===== src/rtl/ssc_profile_gen.sv =====
module ssc_profile_gen #(
  parameter int PH_W  = 9,
  parameter int OFF_W = 10
) (
  input  logic             clk,
  input  logic             rst_n,
  input  logic             spread_type_i,
  input  logic [2:0]       mag_sel_i,
  output logic [OFF_W-1:0] offset_o,
  output logic             start_o,
  output logic             valid_o
);
  localparam int HALF_SH = PH_W - 1;
  localparam logic [PH_W-1:0] PH_LAST = '1;

  logic            cap_q, type_q, valid_q;
  logic [2:0]      sc_s1, sc_s2, act_sc;
  logic [PH_W-1:0] ph;
  logic            load;

  assign load = (cap_q && !valid_q) || (valid_q && ph == PH_LAST);

  always_ff @(posedge clk or negedge rst_n) begin
    if (!rst_n) begin
      cap_q   <= 1'b0;
      type_q  <= 1'b1;
      valid_q <= 1'b0;
      sc_s1   <= 3'd7;
      sc_s2   <= 3'd7;
      act_sc  <= 3'd7;
      ph      <= '0;
    end else begin
      sc_s1 <= mag_sel_i;
      sc_s2 <= sc_s1;
      if (!cap_q) type_q <= spread_type_i;
      cap_q <= 1'b1;
      if (cap_q) valid_q <= 1'b1;
      if (load) act_sc <= sc_s2;
      if (valid_q) ph <= ph + 1'b1;
    end
  end

  logic signed [23:0] unit25, lo, hi, span, prod, off_full;
  logic [PH_W-1:0]    ramp;

  assign unit25 = 24'sd25 * ($signed({21'd0, act_sc}) + 24'sd1);

  always_comb begin
    if (act_sc == 3'd7) begin
      lo = '0;
      hi = '0;
    end else if (type_q) begin
      lo = -unit25;
      hi = unit25;
    end else if (act_sc == 3'd0) begin
      lo = -24'sd50;
      hi = '0;
    end else begin
      lo = -unit25 - 24'sd50;
      hi = unit25 - 24'sd50;
    end
  end

  assign ramp     = ph[PH_W-1] ? ('0 - ph) : ph;
  assign span     = hi - lo;
  assign prod     = span * $signed({{(24-PH_W){1'b0}}, ramp});
  assign off_full = lo + (prod >>> HALF_SH);

  assign offset_o = valid_q ? OFF_W'(off_full) : '0;
  assign start_o  = valid_q && (ph == '0);
  assign valid_o  = valid_q;
endmodule


===== config.mk =====
export PLATFORM = sky130hd
export DESIGN_NAME = ssc_profile_gen
export DESIGN_NICKNAME = d
export VERILOG_FILES = /design/src/rtl/ssc_profile_gen.sv
export SDC_FILE = /design/constraint.sdc
export NUM_CORES = 1
export LEC_CHECK = 0
export ABC_AREA = 1
export CORE_ASPECT_RATIO = 0.7
export CORE_MARGIN = 2
export CORE_UTILIZATION = 60
export DETAILED_ROUTE_END_ITERATION = 12
export DONT_BUFFER_PORTS = 1
export GPL_ROUTABILITY_DRIVEN = 0
export PLACE_DENSITY = 0.76
export SLEW_MARGIN = 25
export SYNTH_ARGS = -nofsm -noshare
export SYNTH_HDL_FRONTEND = slang
export SYNTH_SLANG_ARGS = --single-unit

===== constraint.sdc =====
create_clock -name clk -period 30 [get_ports clk]
set_input_delay 6 -clock clk [delete_from_list [all_inputs] [get_ports clk]]
set_output_delay 6 -clock clk [all_outputs]
set_load 0.02 [all_outputs]

### Yosys cells after proc, flatten, opt, wreduce, memory -nomap -nowiden

Index checks and enable logic that the tools add are counted.

* bits of input ports: 6
* logic and storage cells: 34
* register bits: 21
* output and inout bits: 12

* add/subtract/negate cells: 8
* muxes and demuxes: 8
* multiply operators: 2
* reductions and logical operators: 7
* equality and inequality tests: 2

Operators with widths (number)
* 2-to-1 mux 24 bit: 6
* multiplier 24 x 10 -> 18 bit: 1
* negation 9 -> 24 bit: 1
* subtractor 24 bit: 1
* subtractor 24 x 7 -> 24 bit, second input constant: 1
* adder 10 bit: 1
* 2-to-1 mux 10 bit: 1
* subtractor 9 x 6 -> 10 bit, second input constant: 1
* adder 9 x 1 -> 9 bit, second input constant: 1
* == test 9 bit, second input constant: 1
* zero test 9 bit: 1
* multiplier 5 x 4 -> 9 bit, first input constant: 1
* 2-to-1 mux 9 bit: 1
* subtractor 1 x 9 -> 9 bit, first input constant: 1
* adder 3 x 1 -> 4 bit, second input constant: 1
* == test 3 bit, second input constant: 1
* logical AND 1 bit: 3
* zero test 3 bit: 1
* zero test 1 bit: 1
* logical OR 1 bit: 1

### Logic depth before layout (Yosys ltp)

* word-level depth: 11
* gate-level depth with buffers: 63
* gate-level depth less buffers: 63

### Worst setup path before layout

OpenSTA, ideal clock, no wires.

* kind: register -> output
* from: register act_sc[1]
* to: output offset_o[9]
* required time: 24000 ps
* setup slack: 14656 ps
* data arrival time: 9344 ps
* cell stages (with the launch flop): 61
* path buffers: 0
* path through: dfstp_2 -> ha_1 -> ha_1 -> inv_2 -> ha_1 -> inv_1 -> ha_1 -> ha_1 -> inv_1 -> nand2_1 -> nand2_1 -> nor3_1 -> ha_1 -> inv_1 -> nand4_1 -> nand3_2 -> nand2_2 -> ha_1 -> (+25 left out) -> a21oi_1 -> o21ai_0 -> xor2_1 -> ha_1 -> inv_1 -> nor3_1 -> nand3_1 -> nand3_1 -> inv_1 -> nand3_1 -> nand2_1 -> nand3_1 -> nand2_1 -> nand2_1 -> nand2_1 -> nand2_1 -> nand2_1 -> nor2_2

* word-level cells in the longest chain between the ends: 11
* elaborated cells on any way between the ends: 17
* classes of those cells: add/sub: 6; mul: 2; eq/ne: 1; mux: 7; reduce/logical: 1

RTL lines
* start, declared: RTL line 17 `logic [2:0] sc_s1, sc_s2, act_sc;`
* start signal, assigned: RTL line 38 `if (load) act_sc <= sc_s2;`
* adder 3 x 1 -> 4 bit: RTL line 46 `assign unit25 = 24'sd25 * ($signed({21'd0, act_sc}) + 24'sd1);`
* multiplier 5 x 4 -> 9 bit: RTL line 46
* negation 9 -> 24 bit: RTL line 53, 59
* subtractor 24 x 7 -> 24 bit: RTL line 59 `lo = -unit25 - 24'sd50;`
* 2-to-1 mux 24 bit: RTL line 55 `end else if (act_sc == 3'd0) begin`
* 2-to-1 mux 24 bit: RTL line 52 `end else if (type_q) begin`
* 2-to-1 mux 24 bit: RTL line 49 `if (act_sc == 3'd7) begin`
* subtractor 24 bit: RTL line 65 `assign span = hi - lo;`
* multiplier 24 x 10 -> 18 bit: RTL line 66 `assign prod = span * $signed({{(24-PH_W){1'b0}}, ramp});`
* adder 10 bit *: RTL line 67 `assign off_full = lo + (prod >>> HALF_SH);`
* 2-to-1 mux 10 bit *: RTL line 69 `assign offset_o = valid_q ? OFF_W'(off_full) : '0;`
* end, declared: RTL line 9 `output logic [OFF_W-1:0] offset_o,`

Every way passes the cells marked *; elsewhere a longest branch is shown, timed or not.

### Worst setup path after layout

* from: register act_sc[0]
* to: output offset_o[9]

Same word-level chain as after synthesis.

==> results.cfg <==
[outcome]
status = complete, no violations

[die]
die_height_um = 92.7
io_pins = 18
start_util_pct = 61.5
fp.coreArea_sq_um = 11000
rows = 32
die_w_um = 131
die_area_sq_um = 12100

[clock_tree]
h-tree-depth = 1
holdBufCountCts = 0
insertion_delay_ns = 0.26
cts_tree = done
root_buffer = clkbuf_16
path_clk_slew_ns = 0.06
post_cts_resized = 0
cts.sinks = 21
cts_setup_buffers = 0
cts_buffers = 3
cts_max_path_buffers = 2

[cells_and_area]
drive_above_1_share_pct = 5.35
fin_cells = 1181
syn2layout_area_growth_pct = 3.43
ff_latch_area_sq_um = 538
diodes = 0
fin_nets = 1184
n_fill_cell = 1082
multi_input_area_sq_um = 5280

[setup_path]
crit_top_cell = nand2_1
crit_path_max_fanout = 11
arrival_ns = 11.02
cp.required_ns = 24.00
cp-start-kind = register
end_kind = output port
cp_slowest_cell = dfstp_2
critPathMaxStageDelay_ns = 0.63
critPathKind = reg2out

[synthesis]
synthArstFlopShare_pct = 100
ys_seq_area_share_pct = 7.98
synth_edf_count = 0
synth.distinct_cells = 42
synth_seq_cells = 21
netlist_top_cells_count = nand2_1, inv_1, nor2_1
synth_ff_type = dfrtp_1
synthCells = 1035
synth_area_leaders = fa_1, nand2_1, ha_1
yosys_warnings = 0
synthesis.area_sq_um = 6740
syn_area_per_cell_sq_um = 6.52
syn_nets = 1190
yosysTopAreaCellShare_pct = 21.1
synth_most_common_cell = nand2_1
yosys.area.top_type = fa_1

[sta]
fin_tns_setup_ns = 0
finalCritPeriodShare_pct = 56.7
maxSlewViolCount = 0
fin_skew_ns = 0.00270
slew_headroom_pct = 54.9
hold_viol_final = 0
rsz0062_at_grt = false
fin_crit_ns = 17.02
finalSetupViolCount = 0
clock.fmax_mhz = 58.8
worst_pin_slew_ns = 0.677

[flow_run]
cap_violations = 0

[worst_hold_path]
hp-class = reg2reg

[drt]
routed_via_density = 5.39
drc_errors = 0
postRouteAntennaNets = 0
wl_um = 18000
vias = 6363
wl_per_cell_um = 15.2
drt_iter0_drc = 707
firstDrtPassIters = 7

[place]
portBuffers = 0
hpwl_um = 15400
placed_cells = 1177

[grt]
grt_max_degree = 22
grt_pass1_wl_um = 30200
gr-total-overflow = 0
track_usage_pct = 32.1
antenna_found_initial = 0
grt_pass1_vias = 5923
==> layout make-up <==
cell class	instances	share of cell area (%)
Tap cell	153	2.74
Timing Repair Buffer	3	0.323
Sequential cell	21	7.71
Clock buffer	3	1.08
Clock inverter	1	0.108
Inverter	229	12.3
Multi-Input combinational cell	771	75.7
==> registers in the layout, indices dropped and copies added, names as in the netlist <==
name,cells
type_q,1
sc_s2,3
cap_q,1
valid_o,1
sc_s1,3
act_sc,3
ph,9
==> routing by layer <==
| layer | wire length, um | GRT usage [%] | part of all wire [%] |
|---|---|---|---|
| met4 | 116 | 2.57 | 0.64 |
| met3 | 1980 | 6.18 | 11 |
| met1 | 8850 | 52.2 | 49 |
| met5 | 0 | 0 | 0 |
| met2 | 7050 | 45.3 | 39 |
==> cell families after synthesis <==
logic type | count (synthesis) | share of synthesized area (%)
AO/OA/AOI/OAI | 85 | 6.72
XOR/XNOR | 31 | 4.14
other | 2 | 0.111
multiplexers | 1 | 0.167
buffers and inverters | 243 | 13.7
adder cells (fa/ha/maj) | 149 | 35.5
flip-flops | 21 | 7.98
AND/OR/NAND/NOR | 503 | 31.6
==> stage by stage <==
step           hold WS [ns]  area, sq um  utilization (%)  setup WS (ns)
2_1_floorplan         0.345         6740                -          14.66
3_3_place_gp          0.347         6890             62.8          13.65
3_5_place_dp          0.349         6890             62.8          13.40
4_1_cts               0.357         6980             63.6          13.10
5_1_grt               0.362         6980             63.6          12.22
6_report              0.359         6980             63.6          12.98
==> final timing paths <==
kind / startpoint / end / slack, ns / cells after the start
worst max-delay path: act_sc[0] / offset_o[9] / 12.98 / 59
worst min-delay path: sc_s1[0] / sc_s2[0] / 0.36 / 0
worst max register to register: ph[0] / act_sc[2] / 27.69 / 6
worst min register to register: sc_s1[0] / sc_s2[0] / 0.36 / 0
max in group asynchronous: rst_n / act_sc[0] / 24.39 / 0
min in group asynchronous: rst_n / ph[7] / 5.43 / 0
==> critical path: cells and delay by family, from the launching register on <==
family | cells | cell delay [ns]
DFF | 1 | 0.63
buffers and inverters | 11 | 0.87
and+or+nand+nor | 29 | 3.44
xor gates and xnor gates | 1 | 0.17
AOI/OAI and AO/OA | 5 | 0.69
adders and majority gates | 13 | 4.99
==> layout by cell type (no fill, tap or decap), drive strengths merged, types with 2 or more instances in the layout <==
cell | synthesis | final
fa | 71 | 71
dfstp | 10 | 10
a21oi | 44 | 44
nand3 | 70 | 70
o21ai | 32 | 32
ha | 78 | 78
nand2 | 284 | 284
conb | 2 | 2
inv | 227 | 227
or2 | 5 | 5
dfrtp | 11 | 11
a21boi | 2 | 2
nor2 | 109 | 109
clkinv | 2 | 2
buf | 5 | 3
clkbuf | 9 | 3
xor2 | 23 | 23
nand3b | 3 | 3
xnor2 | 8 | 8
nand4 | 16 | 16
nor3 | 13 | 13
Power is left out: the tool's default activity adds up to more than one toggle a clock period on the data nets, which glitch-free logic cannot reach.
